==> config.mk <==
export PLATFORM = sky130hd
export DESIGN_NAME = sram_strobe_seq
export DESIGN_NICKNAME = d
export VERILOG_FILES = /design/src/rtl/sram_seq_pkg.sv /design/src/rtl/sram_seq_timer.sv /design/src/rtl/sram_seq_strobes.sv /design/src/rtl/sram_strobe_seq.sv
export SDC_FILE = /design/constraint.sdc
export NUM_CORES = 1
export LEC_CHECK = 0
export BUFFER_PORTS_ARGS = -buffer_cell sky130_fd_sc_hd__buf_4
export CORE_UTILIZATION = 35
export DETAILED_ROUTE_END_ITERATION = 8
export GPL_ROUTABILITY_DRIVEN = 0
export HOLD_SLACK_MARGIN = 0.06
export SLEW_MARGIN = 5
export SYNTH_ARGS = -nofsm -noshare
export SYNTH_HDL_FRONTEND = slang
export SYNTH_SLANG_ARGS = --single-unit
==> constraint.sdc <==
create_clock -name clk -period 1.9 [get_ports clk]
set_input_delay 0.095 -clock clk [delete_from_list [all_inputs] [get_ports clk]]
set_output_delay 0.095 -clock clk [all_outputs]
set_load 0.05 [all_outputs]
==> src/rtl/sram_seq_pkg.sv <==
package sram_seq_pkg;

  typedef enum logic [2:0] {
    PH_IDLE = 3'd0,
    PH_RPRE = 3'd1,
    PH_WDRV = 3'd2,
    PH_ACC  = 3'd3,
    PH_CAPT = 3'd4,
    PH_REC  = 3'd5
  } phase_e;

  function automatic int unsigned max2(input int unsigned a, input int unsigned b);
    return (a > b) ? a : b;
  endfunction

  // Length in ticks of a phase; the idle phase counts as one tick.
  function automatic int unsigned phase_len(
    input phase_e      ph,
    input logic        is_wr,
    input int unsigned rd_pre,
    input int unsigned wr_lead,
    input int unsigned wl,
    input int unsigned cap,
    input int unsigned wr_rec,
    input int unsigned rd_rec
  );
    case (ph)
      PH_RPRE: return rd_pre;
      PH_WDRV: return wr_lead;
      PH_ACC:  return wl;
      PH_CAPT: return cap;
      PH_REC:  return is_wr ? wr_rec : rd_rec;
      default: return 1;
    endcase
  endfunction

endpackage

==> src/rtl/sram_seq_timer.sv <==
module sram_seq_timer #(
  parameter int unsigned CW = 4
) (
  input  logic          clk,
  input  logic          rst_n,
  input  logic          load,
  input  logic [CW-1:0] load_val,
  output logic [CW-1:0] cnt,
  output logic          zero
);

  always_ff @(posedge clk) begin
    if (!rst_n)          cnt <= '0;
    else if (load)       cnt <= load_val;
    else if (cnt != '0)  cnt <= cnt - 1'b1;
  end

  assign zero = (cnt == '0);

endmodule

==> src/rtl/sram_seq_strobes.sv <==
module sram_seq_strobes
  import sram_seq_pkg::*;
#(
  parameter int unsigned CW       = 4,
  parameter int unsigned WL_T     = 4,
  parameter int unsigned SA_DLY_T = 2
) (
  input  phase_e        ph,
  input  logic          is_wr,
  input  logic [CW-1:0] cnt,
  input  logic          cnt_zero,
  output logic          busy,
  output logic          pre_en,
  output logic          wde,
  output logic          dec_en,
  output logic          sae,
  output logic          cap_en,
  output logic          done
);

  // Remaining-count value at which the sense amplifier turns on.
  localparam logic [CW-1:0] SAE_AT = CW'(WL_T - 1 - SA_DLY_T);

  logic in_acc;
  assign in_acc = (ph == PH_ACC);

  always_comb begin
    busy   = (ph != PH_IDLE);
    pre_en = (ph == PH_IDLE) || (ph == PH_RPRE) || (ph == PH_REC);
    wde    = (ph == PH_WDRV) || (in_acc && is_wr);
    dec_en = in_acc;
    cap_en = (ph == PH_CAPT);
    sae    = (in_acc && !is_wr && (cnt <= SAE_AT)) || (ph == PH_CAPT);
    done   = (ph == PH_REC) && cnt_zero;
  end

endmodule

==> src/rtl/sram_strobe_seq.sv <==
module sram_strobe_seq
  import sram_seq_pkg::*;
#(
  parameter int unsigned ROWS      = 64,
  parameter int unsigned RD_PRE_T  = 1,
  parameter int unsigned WR_LEAD_T = 1,
  parameter int unsigned WL_T      = 4,
  parameter int unsigned SA_DLY_T  = 2,
  parameter int unsigned CAP_T     = 1,
  parameter int unsigned WR_REC_T  = 8,
  parameter int unsigned RD_REC_T  = 6
) (
  input  logic                    clk,
  input  logic                    rst_n,
  input  logic                    rd_req,
  input  logic                    wr_req,
  input  logic [$clog2(ROWS)-1:0] row_addr,
  output logic                    busy,
  output logic                    done,
  output logic                    req_err,
  output logic                    pre_en,
  output logic                    wde,
  output logic                    dec_en,
  output logic [$clog2(ROWS)-1:0] row_sel,
  output logic                    sae,
  output logic                    cap_en
);

  localparam int unsigned AW   = $clog2(ROWS);
  localparam int unsigned MAXT = max2(max2(max2(RD_PRE_T, WR_LEAD_T), max2(WL_T, CAP_T)),
                                      max2(WR_REC_T, RD_REC_T));
  localparam int unsigned CW   = $clog2(MAXT + 1);

  phase_e          ph_q, ph_nx;
  logic            wr_q, wr_nx;
  logic [AW-1:0]   row_q;
  logic            err_q;
  logic [CW-1:0]   cnt;
  logic            cnt_zero;
  logic            accept_evt;
  logic            conflict_evt;
  logic            phase_end;
  logic            adv;
  logic [CW-1:0]   load_val;

  assign accept_evt   = (ph_q == PH_IDLE) && (rd_req ^ wr_req);
  assign conflict_evt = (ph_q == PH_IDLE) && rd_req && wr_req;
  assign phase_end    = (ph_q != PH_IDLE) && cnt_zero;
  assign adv          = accept_evt || phase_end;
  assign wr_nx        = accept_evt ? wr_req : wr_q;

  always_comb begin
    case (ph_q)
      PH_IDLE: ph_nx = accept_evt ? (wr_req ? PH_WDRV : PH_RPRE) : PH_IDLE;
      PH_RPRE: ph_nx = PH_ACC;
      PH_WDRV: ph_nx = PH_ACC;
      PH_ACC:  ph_nx = wr_q ? PH_REC : PH_CAPT;
      PH_CAPT: ph_nx = PH_REC;
      default: ph_nx = PH_IDLE;
    endcase
  end

  assign load_val = CW'(phase_len(ph_nx, wr_nx, RD_PRE_T, WR_LEAD_T, WL_T,
                                  CAP_T, WR_REC_T, RD_REC_T) - 1);

  always_ff @(posedge clk) begin
    if (!rst_n) begin
      ph_q  <= PH_IDLE;
      wr_q  <= 1'b0;
      row_q <= '0;
      err_q <= 1'b0;
    end else begin
      err_q <= conflict_evt;
      if (adv) ph_q <= ph_nx;
      if (accept_evt) begin
        wr_q  <= wr_req;
        row_q <= row_addr;
      end
    end
  end

  sram_seq_timer #(.CW(CW)) timer_i (
    .clk      (clk),
    .rst_n    (rst_n),
    .load     (adv),
    .load_val (load_val),
    .cnt      (cnt),
    .zero     (cnt_zero)
  );

  sram_seq_strobes #(.CW(CW), .WL_T(WL_T), .SA_DLY_T(SA_DLY_T)) strobes_i (
    .ph       (ph_q),
    .is_wr    (wr_q),
    .cnt      (cnt),
    .cnt_zero (cnt_zero),
    .busy     (busy),
    .pre_en   (pre_en),
    .wde      (wde),
    .dec_en   (dec_en),
    .sae      (sae),
    .cap_en   (cap_en),
    .done     (done)
  );

  assign row_sel = row_q;
  assign req_err = err_q;

endmodule

==> key figures <==
Outcome
  • Run status: finished, final reports clean

Floorplanning
  • I/O pins: 24
  • Placeable core region: about 0.002 mm2
  • Total number of placement rows: 16
  • Floorplan die height: 49.5 um
  • Effective utilization at floorplan: 0.387
  • Die Outline Area: around 0.0025 mm2
  • Die width: 49.5 um

CTS
  • Depth of the CTS H-tree: 1
  • Clock latency at the later pin of the worst-skew pair: ~0.30 ns
  • Number of buffers created by CTS: 3
  • Clk sinks: 15
  • Deepest clock path buffer count: 2
  • Post-CTS Setup Bufs: 0
  • TritonCTS clock tree: built
  • Clock root buffer: clkbuf_4
  • Clock slew at reported path FFs: 0.10 ns

Worst setup path
  • Critical path startpoint category: flop
  • Delay of the slowest critical-path stage: 0.42 ns
  • WP data required: 1.80 ns
  • Worst-path fanout max: 5
  • Cell breakdown of the critical path: inv_1 -> ha_2 -> or3b_4 -> nor4_2 -> buf_4
  • Data arrival at the endpoint of the critical path: roughly 1.7 ns
  • Crit-path slowest cell: or3b_4
  • Kind of end point of the critical path: output port
  • Crit path kind: flop to output port

Synth
  • Total nets after synthesis: 110
  • EDFF count, synth: 0
  • Netlist area before placement: 791 um2
  • Fraction of synthesis flops using an asynchronous set or reset pin: 0
  • Top-area cell type share of the netlist area: 0.380
  • Number of cells produced by synthesis: 98
  • Cell variety after synth: 31
  • Number of synthesis warnings: 0
  • Register area share after synthesis: 0.380
  • Dominant cell type by area after synthesis: dfxtp_1
  • Mean cell area of the mapped netlist: 8.07 um2
  • Area contributors post-synth: dfxtp_1 38%, a21oi_1 8.2%, nand2_1 6.2%
  • Register bit total from synthesis: 15
  • Predominant post-synthesis flop cell: dfxtp_1

Power and ir drop
  • Gate power share: 0.607
  • Leakage Power: about 0.49 nW
  • Highest ir drop seen on vdd: 0.861 mV
  • Net load switching power: 0.890 mW
  • Fraction of power spent switching nets: 0.488
  • Clk network pwr share: 0.106
  • Cell-internal power: just over 0.9 mW
  • Sequential Power Share: 0.287
  • Power per unit of standard cell area: 1620 mW/mm2

Timing
  • Final Hold Vio Count: 0
  • Min setup slack post-route: 0.0706 ns
  • Max-slew headroom: 0.763
  • Slew of the pin with the lowest slew margin: 0.354 ns
  • Setup Viol. Count Final: 0
  • Clock tree skew after final layout: 0.0103 ns
  • Number of max-slew violations in the final report: 0
  • Final worst hold slack: 0.103 ns
  • Setup TNS: 0 ns
  • Fmax: 547 MHz
  • Final critical delay including setup and external delays: 1.83 ns
  • Share of the clock period used by the worst path: 0.963

Detailed routing
  • Routed wirelength normalized by instance count: around 12 um
  • Initial detailed-routing violation count: 15
  • Total number of vias: 806
  • Per-cell via count in the routed design: 5.04
  • DRT antenna net count: 0
  • 1st-pass router iterations: 4
  • Number of remaining DRC errors: 0
  • Post-Route WL: 1900 um

Global route
  • Overall overflow remaining after global route: 0
  • Vias in the first global route: between 700 and 800
  • Maximum number of pins on one net before global-route repair: 11
  • Wire length of the first global-routing pass: 3260 um
  • Initial antenna violation count: 0
  • Global-route usage over all layers: 0.174

Finish
  • NumNets Final: roughly 150
  • Fraction of layout cells with a size suffix above 1: 0.301
  • Layout Area Growth over Synthesis: 42.2%
  • Number of antenna repair diodes: 0

Hold path
  • Type of the worst min-delay path: input port to flop

Placement
  • Estimated wirelength of the detail-placed design: 1340 um
  • # port buffers: 23
  • Place WS: ~0.28 ns

Job
  • Total of max-cap violations: 0
[final cells by class]
type                       instances  area [um2]
fill                             221         917
clock inverter                     1        5.00
clock buffer                       3        22.5
sequential                        15         303
multi-input combinational         73         462
tap                               27        33.8
timing repair buffer              34         273
inverter                           7        26.3
[power groups by stage]
stage / Clock, mW / Sequential [mW] / Combinational, mW
floorplan: 0 / 0.555 / 0.759
global route: 0.216 / 0.546 / 1.20
CTS: 0.197 / 0.517 / 1.10
global placement: 0 / 0.523 / 1.06
finish: 0.193 / 0.523 / 1.11
detailed placement: 0 / 0.522 / 1.07
[sequential cells by signal (all words and copies together), names as in the netlist]
name	count
row_sel	6
req_err	1
ph_q	3
timer_i.cnt	4
wr_q	1
[repair_timing]
action | in CTS | in global routing
setup endpoints to repair | 1 | 2
hold endpoints to repair | 6 | 1
cloned | 0 | 0
resized for setup | 1 | 3
hold buffers | 6 | 1
[cell usage after synthesis, drive strengths merged (2+ instances only)]
master,instances
dfxtp,15
a21oi,13
nand2,13
o21ai,8
nand3,7
inv,6
nor2,5
nor3,4
buf,3
o21a,3
ha,2
xnor2,2
xor2,2
[worst max-delay path, delay by kind of cell (launching register included)]
family	cells	cell delay [ns]
AND/OR/NAND/NOR	2	0.57
buffers and inverters	2	0.32
adder cells (fa/ha/maj)	1	0.21
flip-flops	1	0.35
[per-stage QoR]
stage | util | power, mW | cells | instance area [um2]
3_5_place_dp | 0.499 | 1.59 | 149 | 1020
4_1_cts | 0.544 | 1.81 | 159 | 1110
5_1_grt | 0.551 | 1.97 | 160 | 1120
3_3_place_gp | 0.499 | 1.59 | 149 | 1020
2_1_floorplan | - | 1.31 | 98 | 801
6_report | 0.551 | 1.82 | 160 | 1120
[kinds of logic after synthesis]
kind of cell	Yosys count	synth area share
xor gates and xnor gates	4	0.0538
DFF	15	0.380
adders and majority gates	2	0.0316
buffers and inverters	10	0.0554
muxes	1	0.0190
and+or+nand+nor	37	0.245
AOI/OAI and AO/OA	29	0.215
[per-layer routing]
layer	track usage	routed length, um	up-vias	share of wire
li1	-	-	415	-
met1	0.209	910	372	0.48
met2	0.297	898	17	0.47
met3	0.0370	76	2	0.040
met4	0.0714	18	0	0.0095
met5	0	0	-	0
[worst paths after layout]
kind,from,end,slack (ns),depth (start not counted)
max,timer_i.cnt[0],done,0.07,5
min,rd_req,wr_q,0.10,3
max reg2reg,timer_i.cnt[0],ph_q[0],0.34,7
min reg2reg,timer_i.cnt[0],timer_i.cnt[0],0.45,1
[cell usage in the layout, fill, tap and decap left out, types with 2 or more instances in the layout]
| master | synthesis | final |
|---|---|---|
| a21oi_1 | 13 | 13 |
| buf_4 | 1 | 27 |
| clkbuf_4 | 0 | 3 |
| dfxtp_1 | 15 | 13 |
| dfxtp_2 | 0 | 2 |
| dlygate4sd3_1 | 0 | 7 |
| inv_1 | 6 | 6 |
| nand2_1 | 13 | 13 |
| nand3_1 | 7 | 7 |
| nor2_1 | 5 | 5 |
| nor3_1 | 3 | 3 |
| o21a_1 | 3 | 3 |
| o21ai_0 | 8 | 7 |
| xnor2_1 | 2 | 2 |
(Power assumes the default switching activity.)
